### src/rtl/dcr_pkg.sv
package dcr_pkg;
  typedef enum logic [1:0] {
    MODE_PASS  = 2'd0,
    MODE_TRACK = 2'd1,
    MODE_HOLD  = 2'd2
  } dcr_mode_e;

  function automatic dcr_mode_e decode_mode(input logic enable, input logic freeze);
    if (freeze)      return MODE_HOLD;
    else if (enable) return MODE_TRACK;
    else             return MODE_PASS;
  endfunction
endpackage

### src/rtl/dcr_est_bank.sv
module dcr_est_bank #(
  parameter int NUM_CH = 2,
  parameter int ACC_W  = 34,
  localparam int CH_W  = (NUM_CH > 1) ? $clog2(NUM_CH) : 1
) (
  input  logic                    clk,
  input  logic                    rst,
  input  logic                    wr_en,
  input  logic [CH_W-1:0]         wr_ch,
  input  logic [ACC_W-1:0]        wr_data,
  output logic [NUM_CH*ACC_W-1:0] est_all
);
  logic [ACC_W-1:0] mem [NUM_CH];

  always_ff @(posedge clk) begin
    if (rst) begin
      for (int i = 0; i < NUM_CH; i++) mem[i] <= '0;
    end else if (wr_en) begin
      mem[wr_ch] <= wr_data;
    end
  end

  for (genvar g = 0; g < NUM_CH; g++) begin : g_flat
    assign est_all[g*ACC_W +: ACC_W] = mem[g];
  end
endmodule

### src/rtl/dcr_est_update.sv
module dcr_est_update #(
  parameter int DATA_W  = 24,
  parameter int SHIFT_K = 10,
  localparam int ACC_W  = DATA_W + SHIFT_K,
  localparam int DIFF_W = ACC_W + 1
) (
  input  logic signed [DATA_W-1:0] sample,
  input  logic signed [ACC_W-1:0]  est_q,
  output logic signed [ACC_W-1:0]  est_d
);
  logic signed [DIFF_W-1:0] x_scaled;
  logic signed [DIFF_W-1:0] e_ext;
  logic signed [DIFF_W-1:0] diff;
  logic signed [DIFF_W-1:0] step;
  logic signed [DIFF_W-1:0] sum;

  always_comb begin
    x_scaled = {sample[DATA_W-1], sample, {SHIFT_K{1'b0}}};
    e_ext    = {est_q[ACC_W-1], est_q};
    diff     = x_scaled - e_ext;
    step     = diff >>> SHIFT_K;
    sum      = e_ext + step;
    est_d    = sum[ACC_W-1:0];
  end
endmodule

### src/rtl/dcr_out_stage.sv
module dcr_out_stage #(
  parameter int DATA_W = 24,
  localparam int SUB_W = DATA_W + 1
) (
  input  logic                     clk,
  input  logic                     rst,
  input  logic                     in_valid,
  input  logic                     in_ch,
  input  logic signed [DATA_W-1:0] sample,
  input  logic signed [DATA_W-1:0] offset,
  output logic                     out_valid,
  output logic                     out_ch,
  output logic signed [DATA_W-1:0] out_data
);
  localparam logic signed [DATA_W-1:0] MAX_V = {1'b0, {(DATA_W-1){1'b1}}};
  localparam logic signed [DATA_W-1:0] MIN_V = {1'b1, {(DATA_W-1){1'b0}}};

  logic signed [SUB_W-1:0]  sub;
  logic signed [DATA_W-1:0] clamped;

  always_comb begin
    sub = {sample[DATA_W-1], sample} - {offset[DATA_W-1], offset};
    if (sub[SUB_W-1] != sub[SUB_W-2])
      clamped = sub[SUB_W-1] ? MIN_V : MAX_V;
    else
      clamped = sub[DATA_W-1:0];
  end

  always_ff @(posedge clk) begin
    if (rst) begin
      out_valid <= 1'b0;
      out_ch    <= 1'b0;
      out_data  <= '0;
    end else begin
      out_valid <= in_valid;
      if (in_valid) begin
        out_ch   <= in_ch;
        out_data <= clamped;
      end
    end
  end
endmodule

### src/rtl/dc_offset_hpf.sv
module dc_offset_hpf
  import dcr_pkg::*;
#(
  parameter int DATA_W  = 24,
  parameter int SHIFT_K = 10
) (
  input  logic                     clk,
  input  logic                     rst,
  input  logic                     hpf_enable,
  input  logic                     hpf_freeze,
  input  logic                     in_valid,
  input  logic                     in_ch,
  input  logic signed [DATA_W-1:0] in_data,
  output logic                     out_valid,
  output logic                     out_ch,
  output logic signed [DATA_W-1:0] out_data
);
  localparam int NUM_CH = 2;
  localparam int ACC_W  = DATA_W + SHIFT_K;

  dcr_mode_e                  mode;
  logic [NUM_CH*ACC_W-1:0]    est_all;
  logic signed [ACC_W-1:0]    est_sel;
  logic signed [ACC_W-1:0]    est_next;
  logic signed [DATA_W-1:0]   est_int;
  logic signed [DATA_W-1:0]   offset;
  logic                       wr_en;

  always_comb begin
    mode    = decode_mode(hpf_enable, hpf_freeze);
    est_sel = est_all[in_ch*ACC_W +: ACC_W];
    est_int = est_sel[ACC_W-1:SHIFT_K];
    offset  = (mode == MODE_PASS) ? '0 : est_int;
    wr_en   = in_valid && (mode == MODE_TRACK);
  end

  dcr_est_bank #(.NUM_CH(NUM_CH), .ACC_W(ACC_W)) u_bank (
    .clk     (clk),
    .rst     (rst),
    .wr_en   (wr_en),
    .wr_ch   (in_ch),
    .wr_data (est_next),
    .est_all (est_all)
  );

  dcr_est_update #(.DATA_W(DATA_W), .SHIFT_K(SHIFT_K)) u_update (
    .sample (in_data),
    .est_q  (est_sel),
    .est_d  (est_next)
  );

  dcr_out_stage #(.DATA_W(DATA_W)) u_out (
    .clk       (clk),
    .rst       (rst),
    .in_valid  (in_valid),
    .in_ch     (in_ch),
    .sample    (in_data),
    .offset    (offset),
    .out_valid (out_valid),
    .out_ch    (out_ch),
    .out_data  (out_data)
  );
endmodule

### config.mk
export PLATFORM = sky130hd
export DESIGN_NAME = dc_offset_hpf
export DESIGN_NICKNAME = d
export VERILOG_FILES = /design/src/rtl/dcr_pkg.sv /design/src/rtl/dcr_est_bank.sv /design/src/rtl/dcr_est_update.sv /design/src/rtl/dcr_out_stage.sv /design/src/rtl/dc_offset_hpf.sv
export SDC_FILE = /design/constraint.sdc
export NUM_CORES = 1
export LEC_CHECK = 0
export BUFFER_PORTS_ARGS = -buffer_cell sky130_fd_sc_hd__buf_2
export CAP_MARGIN = 5
export CELL_PAD_IN_SITES_DETAIL_PLACEMENT = 0
export CELL_PAD_IN_SITES_GLOBAL_PLACEMENT = 1
export CORE_MARGIN = 5
export CORE_UTILIZATION = 52
export DETAILED_ROUTE_END_ITERATION = 7
export PLACE_DENSITY_LB_ADDON = 0.1
export SLEW_MARGIN = 20
export SYNTH_ARGS = -nofsm -noshare
export SYNTH_HDL_FRONTEND = slang
export SYNTH_SLANG_ARGS = --single-unit
### constraint.sdc
create_clock -name clk -period 12.93 [get_ports clk]
set_input_delay 1.9395 -clock clk [delete_from_list [all_inputs] [get_ports clk]]
set_output_delay 1.9395 -clock clk [all_outputs]
set_load 0.03 [all_outputs]
# Yosys cells after proc, flatten, opt, wreduce, memory -nomap -nowiden
# Memory sizes are Yosys's and may differ from the RTL's.
# Index checks and enable logic that the tools add are counted.
# word_totals
register_bits,26
ram_bits,68
output_inout_bits,26
elab_cells,27
n_memories,1
# memory_table
name,depth,word_bits,read_ports,rd_ports_with_merged_regs,write_ports,line,text
u_bank.mem,2,34,2,0,2,dcr_est_bank.sv:13,logic [ACC_W-1:0] mem [NUM_CH];
# op_classes
add_sub_neg,3
n_mul,1
n_eq_ne,2
shifts,1
muxes,13
reduce_logical,3
# ops
op,n
2-to-1 mux 24 bit,3
indexed part select 68 x 8 -> 34 bit,1
subtractor 34 x 34 -> 35 bit,1
adder 34 x 25 -> 34 bit,1
2-to-1 mux 34 bit,1
OR reduction 34 bit,1
subtractor 24 x 24 -> 25 bit,1
2-to-1 mux 1 bit,8
"multiplier 1 x 5 -> 6 bit, second input constant",1
"== test 2 x 1 -> 1 bit, second input constant",1
logical NOT 2 bit,1
2-to-1 mux 2 bit,1
logical AND 1 bit,1
inequality test 1 bit,1

# Longest topological paths before layout
# logic_depth
word_depth,9
mapped_depth,24
ltp_nobuf,22

# Hierarchy
# From an unflattened synthesis, not the netlist that was laid out.
# unflattened
hier_cells,934
area_unflattened_um2,8765.9
# by_module_without_submodules
module,n_inst,cells_per_inst,area_per_inst_um2
dcr_est_update,1,411,2950.3
dcr_est_bank,1,151,2588.7
dcr_out_stage,1,303,2508.7
dc_offset_hpf,1,69,718.2

# Least setup slack after synthesis
# OpenSTA, ideal clock, no wires.
# synth_path
kind,input -> register
from,in in_ch
to,mem u_bank.mem[1][32] (data pin)
setup_ns,0.266
arrival_ns,7.020
setup_slack_ns,5.644
cell_stages,24
n_path_buf,2
path_cell_list,clkbuf_1 > buf_1 > mux2_2 > inv_1 > ha_1 > a211oi_1 > nand2_1 > a221o_1 > a31o_2 > a311oi_2 > a21oi_1 > o211ai_1 > o211ai_1 > xor2_1 > ha_1 > a21o_1 > a21o_1 > a2111oi_1 > o31ai_1 > o21ai_1 > a311oi_1 > a211oi_1 > xor2_1 > nor2_1
# synth_rtl
element,line,text
"start, declared",dc_offset_hpf.sv:12,"input logic in_ch,"
"end, declared",dcr_est_bank.sv:13,

==> summary.txt <==
Run status
  • Run status: finished, final reports clean

Synthesis
  • Synth Area in XOR/XNOR: 7.82%
  • Synthesized Nets: 1064
  • Post-synthesis register bit count: 94
  • Post-Synth Simple-Gate Area: between 15 and 20%
  • Share of the synthesized area in the top cell type: roughly 24%
  • Most common cell in the synthesized netlist: nor2_1
  • Warnings, synthesis: 0
  • Synth Area in Adders: approximately 13%
  • Ys async rst share: 0%
  • Dominant synthesized flop cell: edfxtp_1
  • Synthesized area: 8450 um2
  • Post-synth EDFFs: just under 70
  • Compound-Gate Fraction of Synth Area: 24.0%
  • Dominant combinational cell family by area after synthesis: compound AO/OA/AOI/OAI gates
  • Mean cell area of the mapped netlist: 8.89 um2
  • Syn Inst Count: 950
  • Sequential element share of the synthesized area: between 30% and 40%
  • Leading area contributor after synthesis: edfxtp_1
  • Yosys cell types: 87
  • Ranking of synthesized cells by area: edfxtp_1, ha_1, dfxtp_1
  • Commonest cells in the netlist: nor2_1, ha_1, a21oi_1
  • Mux share of post-synthesis cell area: between 4 and 5%

Routing
  • Post-route ant nets: 0
  • Vias after detailed routing: 7082
  • DRT Wirelength: approximately 22000 um
  • DRC viols: 0
  • Met3 wire length: about 1300 um
  • DRT Pass-1 Iters: 5
  • WL per Instance: between 15 and 20 um
  • Met1 wire length: roughly 11000 um
  • Via density per instance: between 5 and 6
  • Initial DRC Count: roughly 420
  • Met2 Wirelength: slightly below 10000 um
  • Highest routed layer: met4

Floorplan
  • Chip width: between 100 and 150 um
  • # IOs: 56
  • Initial Util: a little over half
  • Total core area: around 16000 um2
  • Site Rows: 46
  • Die H: ~140 um
  • Die area: about 19000 um2

Pwr
  • Seq pwr share: 30.1%
  • Net switching fraction of the power: around two fifths
  • Power per cell area: roughly 130 nW/um2
  • Worst-case vdd ir drop: just under 0.00007 V
  • Pwr Total: around 0.0012 W
  • Leak: around 3.8 nW
  • Internal power: between 0.0006 and 0.0007 W
  • Psw: around 0.00048 W
  • Gate power share: between 40% and 50%
  • Clock Power Share: between 20% and 30%

CTS
  • Worst-Skew Late Latency: 0.36 ns
  • CTS buffer count: 9
  • Post-CTS Hold Buffers: 0
  • H-tree Lvls: 3
  • Clk sink count: 94
  • Root Driver: clkbuf_16
  • Setup bufs post-CTS: 0
  • Max clock buf depth: 2
  • Resized cells post-CTS: 0
  • Worst-path clk slew: ~0.070 ns
  • CTS tree: built

Finish
  • ANT cells: 0
  • Area growth syn-to-layout: 8.19%
  • Share of cells above drive strength 1: between 10% and 20%
  • Nets@finish: about 1100

Placed design
  • I/O Buffers: 55
  • Post-DP HPWL: 16900 um
  • Routability cong.: 0.912

STA
  • Final hold vios: 0
  • # setup viols final: 0
  • Fin crit share: about 57%
  • Tmin final: about 7.4 ns
  • Setup TNS: 0 ns
  • Worst relative slew slack: roughly two fifths
  • Least-Margin Pin Slew: 0.907 ns
  • Final Slew Violations: 0
  • Setup Skew: ~0.015 ns
  • Peak Freq: 0.136 GHz
  • RSZ-0062 raised after global routing: false

Worst setup path
  • WP data arrival: ~7.4 ns
  • Crit. End Element: flip-flop
  • Setup CP Type: primary input to flip-flop
  • Max FO, Critical Path: 39
  • Required time of the critical path: about 13 ns
  • CP Launch Type: primary input
  • R2R setup slack: about 7.5 ns

Global routing
  • Vias in the first global route: 6656
  • Initial antenna violation count: 0
  • First-pass GRT wire length: 35700 um
  • Largest net degree at the start of global routing: 40
  • Gr ovfl total: 0
  • Total GRT Usage: around a quarter

Flow run
  • Total of max-cap violations: 0

Worst hold path
  • HP Class: flip-flop to flip-flop
## state kept, by name, summed over array words and instances, names as in the netlist
register and count:
u_out.out_ch 1, u_bank.mem 68, u_out.out_valid 1, u_out.out_data 24
## power groups by stage
stage	combinational (W)	clock, W	sequential (W)
6_report	0.000573	0.000252	0.000355
3_5_place_dp	0.000564	0	0.000362
5_1_grt	0.000635	0.000270	0.000358
3_3_place_gp	0.000564	0	0.000361
2_1_floorplan	0.000424	0	0.000383
4_1_cts	0.000569	0.000255	0.000356
## metrics by stage
stage	utilization, %	setup WS (ns)	std cells	hold slack (ns)	cell area (um2)
after floorplan	-	5.64	950	0.594	8450
after global placement	55.8	5.34	1194	0.456	8870
after detailed placement	55.8	5.27	1194	0.461	8870
after CTS	57.5	5.63	1210	0.470	9140
after global routing	57.5	5.13	1210	0.522	9140
final	57.5	5.57	1210	0.467	9140
## layout make-up
type                            instances  area [um2]
Multi-Input combinational cell        771        5520
Inverter                               52         195
Timing Repair Buffer                   61         320
Clock buffer                           11         233
Fill cell                            1510        6750
Clock inverter                          5        35.0
Tap cell                              216         270
Sequential cell                        94        2560
## placed cells by master (no fill, tap or decap), types with 8 or more instances in the layout
| master | count |
|---|---|
| nor2_1 | 131 |
| ha_1 | 82 |
| a21oi_1 | 78 |
| nand2_1 | 70 |
| edfxtp_1 | 68 |
| buf_2 | 55 |
| inv_1 | 51 |
| xnor2_1 | 40 |
| o21ai_0 | 36 |
| mux2_2 | 31 |
| a21o_1 | 30 |
| xor2_1 | 29 |
| dfxtp_1 | 26 |
| nand3_1 | 16 |
| o21a_1 | 13 |
| o21ai_1 | 13 |
| o21bai_1 | 12 |
| nand2b_1 | 11 |
| a211oi_2 | 11 |
| a211oi_1 | 10 |
| o211ai_1 | 10 |
| nor3_1 | 9 |
| a31oi_1 | 9 |
| clkbuf_16 | 9 |
| nand4_1 | 8 |
| a221oi_1 | 8 |
| nor2b_1 | 8 |
## worst max-delay path: stages
cell and delay (ns):
buf_2 0.07, buf_4 0.48, mux2_2 0.43, inv_1 0.06, ha_1 0.27, o21ai_0 0.27, a21oi_1 0.14, a221o_1 0.30
a31o_2 0.25, a311oi_2 0.30, a21oi_1 0.18, o211ai_1 0.19, o211ai_1 0.13, xor2_1 0.16, ha_1 0.35, a21o_1 0.19
a21o_1 0.18, a2111oi_1 0.52, o31ai_1 0.13, o21ai_1 0.22, a311oi_1 0.13, a211oi_1 0.27, xor2_1 0.21, nor2_1 0.05
## cell families after synthesis
logic type	after synthesis
AO/OA/AOI/OAI	283
adder cells (fa/ha/maj)	84
multiplexers	37
XOR/XNOR	72
buffers and inverters	85
flip-flops	94
AND/OR/NAND/NOR	295
## final timing paths
kind,from,to,depth (start not counted)
worst max register to register,u_bank.mem[1][12],u_bank.mem[1][32],22
worst min register to register,u_out.out_data[10],u_out.out_data[10],2
worst max-delay path,in_ch,u_bank.mem[1][32],24
worst min-delay path,u_out.out_data[10],u_out.out_data[10],2
## routing by layer
| layer | track usage (%) | vias up |
|---|---|---|
| li1 | - | 3572 |
| met1 | 35.3 | 3283 |
| met2 | 37.3 | 202 |
| met3 | 3.91 | 25 |
| met4 | 7.48 | 0 |
| met5 | 0 | - |
No activity file was read; power rests on OpenSTA's default activity.
